**src/rtl/supv_pkg.sv**
```systemverilog
package supv_pkg;
  typedef enum logic [1:0] {
    ST_HOLD  = 2'd0,
    ST_EVAL  = 2'd1,
    ST_DELAY = 2'd2,
    ST_RUN   = 2'd3
  } supv_state_e;

  localparam int unsigned FLAG_RAIL = 0;
  localparam int unsigned FLAG_BATT = 1;
  localparam int unsigned FLAG_WARN = 2;
  localparam int unsigned NUM_FLAGS = 3;

  localparam logic [1:0] THR_LOW   = 2'b00;
  localparam logic [1:0] THR_HIGH  = 2'b01;
  localparam logic [1:0] THR_FIXED = 2'b10;
endpackage

```
**src/rtl/supv_flag_filter.sv**
```systemverilog
module supv_flag_filter #(
  parameter int unsigned FILT_TICKS  = 25,
  parameter int unsigned SYNC_STAGES = 2,
  parameter bit          RST_VAL     = 1'b0
) (
  input  logic clk,
  input  logic rst_n,
  input  logic tick_i,
  input  logic raw_i,
  output logic flt_o
);
  localparam int unsigned CW = $clog2(FILT_TICKS + 1);

  logic [SYNC_STAGES-1:0] sync_q;
  logic                   synced;
  logic [CW-1:0]          cnt_q, cnt_d;
  logic                   flt_q, flt_d;

  assign synced = sync_q[SYNC_STAGES-1];

  always_ff @(posedge clk or negedge rst_n) begin
    if (!rst_n) sync_q <= {SYNC_STAGES{RST_VAL}};
    else        sync_q <= {sync_q[SYNC_STAGES-2:0], raw_i};
  end

  always_comb begin
    flt_d = flt_q;
    cnt_d = cnt_q;
    if (synced == flt_q) begin
      cnt_d = '0;
    end else if (tick_i) begin
      if (cnt_q == CW'(FILT_TICKS - 1)) begin
        flt_d = synced;
        cnt_d = '0;
      end else begin
        cnt_d = cnt_q + CW'(1);
      end
    end
  end

  always_ff @(posedge clk or negedge rst_n) begin
    if (!rst_n) begin
      flt_q <= RST_VAL;
      cnt_q <= '0;
    end else begin
      flt_q <= flt_d;
      cnt_q <= cnt_d;
    end
  end

  assign flt_o = flt_q;
endmodule

```
**src/rtl/supv_cfg_latch.sv**
```systemverilog
module supv_cfg_latch (
  input  logic       clk,
  input  logic       rst_n,
  input  logic       cap_i,
  input  logic [1:0] code_i,
  output logic       valid_o,
  output logic       dur_long_o,
  output logic       thr_high_o
);
  logic valid_q, valid_d;
  logic dur_q, dur_d;
  logic thr_q, thr_d;

  always_comb begin
    valid_d = valid_q;
    dur_d   = dur_q;
    thr_d   = thr_q;
    if (cap_i && !valid_q) begin
      valid_d = 1'b1;
      dur_d   = code_i[0];
      thr_d   = code_i[1];
    end
  end

  always_ff @(posedge clk or negedge rst_n) begin
    if (!rst_n) begin
      valid_q <= 1'b0;
      dur_q   <= 1'b0;
      thr_q   <= 1'b0;
    end else begin
      valid_q <= valid_d;
      dur_q   <= dur_d;
      thr_q   <= thr_d;
    end
  end

  assign valid_o    = valid_q;
  assign dur_long_o = dur_q;
  assign thr_high_o = thr_q;
endmodule

```
**src/rtl/supv_tick_timer.sv**
```systemverilog
module supv_tick_timer #(
  parameter int unsigned CW = 17
) (
  input  logic          clk,
  input  logic          rst_n,
  input  logic          tick_i,
  input  logic          clr_i,
  input  logic [CW-1:0] term_i,
  output logic          hit_o
);
  logic [CW-1:0] cnt_q, cnt_d;

  assign hit_o = tick_i && (cnt_q == term_i);

  always_comb begin
    cnt_d = cnt_q;
    if (clr_i)       cnt_d = '0;
    else if (tick_i) cnt_d = cnt_q + CW'(1);
  end

  always_ff @(posedge clk or negedge rst_n) begin
    if (!rst_n) cnt_q <= '0;
    else        cnt_q <= cnt_d;
  end
endmodule

```
**src/rtl/supv_rst_gen.sv**
```systemverilog
module supv_rst_gen
  import supv_pkg::*;
#(
  parameter int unsigned FILT_TICKS      = 25,
  parameter int unsigned EVAL_TICKS      = 100,
  parameter int unsigned DUR_SHORT_TICKS = 10000,
  parameter int unsigned DUR_LONG_TICKS  = 65000,
  parameter int unsigned SYNC_STAGES     = 2
) (
  input  logic       clk,
  input  logic       rst_n,
  input  logic       tick_i,
  input  logic       rail_uv_i,
  input  logic       batt_uv_i,
  input  logic       batt_warn_i,
  input  logic       wd_timeout_i,
  input  logic       mode_3v3_i,
  input  logic [1:0] cfg_code_i,
  output logic       res_n_o,
  output logic       warn_n_o,
  output logic       rst_done_o,
  output logic [1:0] thr_code_o
);
  localparam int unsigned MAX_DUR  = (DUR_LONG_TICKS > DUR_SHORT_TICKS) ? DUR_LONG_TICKS : DUR_SHORT_TICKS;
  localparam int unsigned MAX_TERM = (MAX_DUR > EVAL_TICKS) ? MAX_DUR : EVAL_TICKS;
  localparam int unsigned TCW      = $clog2(MAX_TERM + 1);
  localparam logic [NUM_FLAGS-1:0] FLAG_RST = 3'b001;

  logic [NUM_FLAGS-1:0] flag_raw, flag_flt;
  supv_state_e          st_q, st_d;
  logic                 supply_bad;
  logic                 tmr_clr, tmr_hit;
  logic [TCW-1:0]       tmr_term;
  logic                 cfg_cap, cfg_valid, dur_long, thr_high;
  logic                 done_q, done_d;

  assign flag_raw[FLAG_RAIL] = rail_uv_i;
  assign flag_raw[FLAG_BATT] = batt_uv_i;
  assign flag_raw[FLAG_WARN] = batt_warn_i;

  for (genvar g = 0; g < NUM_FLAGS; g++) begin : g_flt
    supv_flag_filter #(
      .FILT_TICKS (FILT_TICKS),
      .SYNC_STAGES(SYNC_STAGES),
      .RST_VAL    (FLAG_RST[g])
    ) flt_i (
      .clk   (clk),
      .rst_n (rst_n),
      .tick_i(tick_i),
      .raw_i (flag_raw[g]),
      .flt_o (flag_flt[g])
    );
  end

  assign supply_bad = flag_flt[FLAG_RAIL] | flag_flt[FLAG_BATT];

  supv_cfg_latch cfg_i (
    .clk       (clk),
    .rst_n     (rst_n),
    .cap_i     (cfg_cap),
    .code_i    (cfg_code_i),
    .valid_o   (cfg_valid),
    .dur_long_o(dur_long),
    .thr_high_o(thr_high)
  );

  always_comb begin
    if (st_q == ST_EVAL)  tmr_term = TCW'(EVAL_TICKS - 1);
    else if (dur_long)    tmr_term = TCW'(DUR_LONG_TICKS - 1);
    else                  tmr_term = TCW'(DUR_SHORT_TICKS - 1);
  end

  supv_tick_timer #(.CW(TCW)) tmr_i (
    .clk   (clk),
    .rst_n (rst_n),
    .tick_i(tick_i),
    .clr_i (tmr_clr),
    .term_i(tmr_term),
    .hit_o (tmr_hit)
  );

  always_comb begin
    st_d    = st_q;
    tmr_clr = 1'b0;
    cfg_cap = 1'b0;
    done_d  = 1'b0;
    if (supply_bad) begin
      st_d    = ST_HOLD;
      tmr_clr = 1'b1;
    end else begin
      unique case (st_q)
        ST_HOLD: begin
          tmr_clr = 1'b1;
          st_d    = cfg_valid ? ST_DELAY : ST_EVAL;
        end
        ST_EVAL: begin
          if (tmr_hit) begin
            cfg_cap = 1'b1;
            tmr_clr = 1'b1;
            st_d    = ST_DELAY;
          end
        end
        ST_DELAY: begin
          if (tmr_hit) begin
            tmr_clr = 1'b1;
            done_d  = 1'b1;
            st_d    = ST_RUN;
          end
        end
        ST_RUN: begin
          tmr_clr = 1'b1;
          if (wd_timeout_i) st_d = ST_DELAY;
        end
        default: st_d = ST_HOLD;
      endcase
    end
  end

  always_ff @(posedge clk or negedge rst_n) begin
    if (!rst_n) begin
      st_q   <= ST_HOLD;
      done_q <= 1'b0;
    end else begin
      st_q   <= st_d;
      done_q <= done_d;
    end
  end

  assign res_n_o    = (st_q == ST_RUN);
  assign rst_done_o = done_q;
  assign warn_n_o   = ~flag_flt[FLAG_WARN];
  assign thr_code_o = mode_3v3_i ? THR_FIXED : (thr_high ? THR_HIGH : THR_LOW);
endmodule

```
**config.mk**
```make
export PLATFORM = sky130hd
export DESIGN_NAME = supv_rst_gen
export DESIGN_NICKNAME = d
export VERILOG_FILES = /design/src/rtl/supv_pkg.sv /design/src/rtl/supv_flag_filter.sv /design/src/rtl/supv_cfg_latch.sv /design/src/rtl/supv_tick_timer.sv /design/src/rtl/supv_rst_gen.sv
export SDC_FILE = /design/constraint.sdc
export NUM_CORES = 1
export LEC_CHECK = 0
export BUFFER_PORTS_ARGS = -buffer_cell sky130_fd_sc_hd__buf_4
export CORE_MARGIN = 8
export CORE_UTILIZATION = 55
export DETAILED_ROUTE_END_ITERATION = 10
export PLACE_DENSITY_LB_ADDON = 0.08
export SLEW_MARGIN = 20
export SYNTH_ARGS = -nofsm -noshare
export SYNTH_HDL_FRONTEND = slang
export SYNTH_SLANG_ARGS = --single-unit
```
**constraint.sdc**
```tcl
create_clock -name clk -period 2.7 [get_ports clk]
set_input_delay 0.135 -clock clk [delete_from_list [all_inputs] [get_ports clk]]
set_output_delay 0.135 -clock clk [all_outputs]
set_load 0.005 [all_outputs]
```
==> results.md <==
- Drc violations: 0
- Setup slack, reg-to-reg: between 0.3 and 0.4 ns
- Netlist cell types: 42
- Min-delay src: cfg_code_i[1]
- Hold depth: 2
- Finished Core Util: between 60% and 70%
- Drt total wl: 4100 µm
- # IOs: 15
- Syn avg cell area: between 9 and 10 µm²
- Vias in the first global route: 1563
- Worst clock skew: around 0.0057 ns
- Synth Register Bits: 46
- Placeable Area: approximately 4000 µm²
- Clk sinks: 46
- Post-Syn Area: about 2300 µm²
- F_max: around 430 MHz
- Relative slew slack: a little over three fifths
- Final net count: approximately 280
- Post-route clock period utilization: 85.8%
- Setup tns final: 0 ns
- CTS tree: done
- Worst vdd ir: around 0.40 mV
- Seq/Total Area, Yosys: between 40% and 50%
- Wire per inst: ~13 µm
- Post-DP HPWL: approximately 2800 µm
- Synthesized Nets: approximately 260
- First-pass GRT wire length: approximately 7000 µm
- Row Count: 23
- Area Overhead vs Synth: 12.2%
- Final min period: approximately 2.3 ns
- CP arrival: approximately 2.5 ns
- Fin. max-slew vios: 0
- Kind of critical path: flip-flop to flip-flop
- Buffer depth of the longest clock path: 2
- Reg2Reg Launch Point: st_q[1]
- Die Width: 80.9 µm
- Root buffer cell: clkbuf_8
- Antenna Nets Post-Route: 0
- Post-Syn Instances: around 230
- Design Power: around 1.4 mW
- Leak: ~1.2 nW
- Die area: about 6500 µm²
- CP Data Required Time: ~2.9 ns
- Async set-reset flop share out of synthesis: between 90% and 100%
- Max Cap Viol: 0
- # diodes: 0
- Yosys top cell area share: a little under half
- Fin. Hold Viols: 0
- RSZ-0062 raised after global routing: no
- Slew at the pin with the worst max-slew slack: between 0.5 and 0.6 ns
- Setup Viol. Count Final: 0
- Pwr Density: 553 nW/µm²
- Worst setup SP type: flip-flop
- DR iter-0 viols: 56
- Vias post-DR: 1635
- Most common cell in the netlist: dfrtp_1
- Top FF cell, synth: dfrtp_1
- Hold crit path type: input port to flip-flop
- EDFF count, synth: 0
- Num CTS Buffers: 5
- Endpoint, Worst Hold: cfg_i.thr_high_o
- Largest net degree at the start of global routing: 47
- Largest cells by area after synthesis: dfrtp_1 46%, ha_1 5.9%, xor2_1 5.3%
- Crit path max fanout: 8
- Worst r2r dst: st_q[1]
- GP Congestion: 0.790
- Post_cts resized: 0
- Via density: about 5.3
- H-tree levels: 2
- Ys Warns: 0
- Layout cells sized above 1: between 10% and 20%
- Area leader, netlist: dfrtp_1
- Grt ovf: 0
- Clk_lat worst skew: about 0.30 ns
- Buffers on Ports: 14
- Crit. End Element: flip-flop
- Initial Util: 57.5%
- Synth top cells by count: 43 x dfrtp_1, 32 x nor2_1, 20 x nand2_1
- Antenna violations before repair: 0
- All-Layer GR Usage: ~14%
- CTS clock-pin slew for the worst setup and hold paths: about 0.080 ns
- Die H: 80.9 µm
- Status: finished, final reports clean
- Cell depth of the worst flop-to-flop path: 8
- CTS Hold Bufs: 4
- Post-CTS setup buffers: 0
- Initial DRT Pass Iterations: 4
power by group:
part	total (mW)	internal (mW)	leakage, nW	switching (mW)
sequential	0.821	0.752	0.591	0.0695
combinational	0.188	0.0900	0.585	0.0982
clock	0.427	0.207	0.0482	0.221
per-layer routing:
layer  track usage (%)  vias to the layer above  part of all wire [%]
met5                 0                        -                     0
met4              5.89                        0                   1.6
met3              2.98                        7                   3.3
met2              21.3                       25                    46
met1              18.2                      764                    49
li1                  -                      839                     -
cell families (layout without fill, tap and decap cells):
family	count (synthesis)	in the layout	synth area share (%)
XOR/XNOR	21	21	7.94
buffers and inverters	21	43	3.62
AND/OR/NAND/NOR	96	96	20.3
multiplexers	6	6	2.81
AO/OA/AOI/OAI	33	33	9.51
flip-flops	46	46	49.9
adder cells (fa/ha/maj)	11	11	5.94
per-stage QoR:
stage / instance area [µm²] / cells / hold slack (ns) / setup slack [ns]
floorplan: 2320 / 234 / -0.161 / 0.592
global placement: 2470 / 294 / 0.175 / 0.461
detailed placement: 2470 / 294 / 0.176 / 0.438
CTS: 2600 / 306 / 0.0639 / 0.391
global route: 2600 / 306 / 0.0642 / 0.184
finish: 2600 / 306 / 0.0692 / 0.383
worst max-delay path by stage:
stage	slack, ns	cells past startpoint	start	endpoint
floorplan	0.59	8	st_q[1]	tmr_i.cnt_q[10]
detailed placement	0.44	8	st_q[1]	cfg_i.thr_high_o
global route	0.18	8	st_q[1]	st_q[1]
CTS	0.39	8	st_q[1]	cfg_i.dur_long_o
finish	0.38	8	st_q[1]	st_q[1]
global placement	0.46	8	st_q[1]	cfg_i.thr_high_o
registers in the layout, summed over array words and instances (netlist names):
register	flops
cfg_i.dur_long_o	1
cfg_i.valid_o	1
g_flt.flt_i.sync_q	6
g_flt.flt_i.cnt_q	15
st_q	2
cfg_i.thr_high_o	1
rst_done_o	1
tmr_i.cnt_q	16
g_flt.flt_i.flt_o	3
critical path, cell delays in order (launching register included):
cell,delay (ns)
dfrtp_1,0.43
inv_1,0.10
ha_1,0.30
nand2b_1,0.07
or4_1,0.39
a22o_1,0.29
o22ai_1,0.29
a21oi_1,0.12
a311oi_1,0.24
cell type report:
class / count / area, µm²
sequential: 46 / 1150
inverter: 16 / 60.1
clock inverter: 1 / 5.00
tap: 50 / 62.6
multi-input combinational: 167 / 1080
fill: 345 / 1430
timing repair buffer: 19 / 153
clock buffer: 7 / 86.3
cells in the final DEF, fill, tap and decap left out, drive strengths merged, types with 2 or more instances in the layout:
cell / count
a211oi: 2
a21oi: 4
a41o: 2
and2: 2
and3: 7
and4: 2
buf: 15
clkbuf: 7
dfrtp: 43
dfstp: 3
dlygate4sd3: 4
ha: 11
inv: 16
mux2: 4
mux2i: 2
nand2: 20
nand2b: 2
nand3: 12
nand4: 7
nor2: 33
nor2b: 4
o21ai: 13
o31ai: 3
xnor2: 7
xor2: 14
No activity file was read; power rests on OpenSTA's default activity.
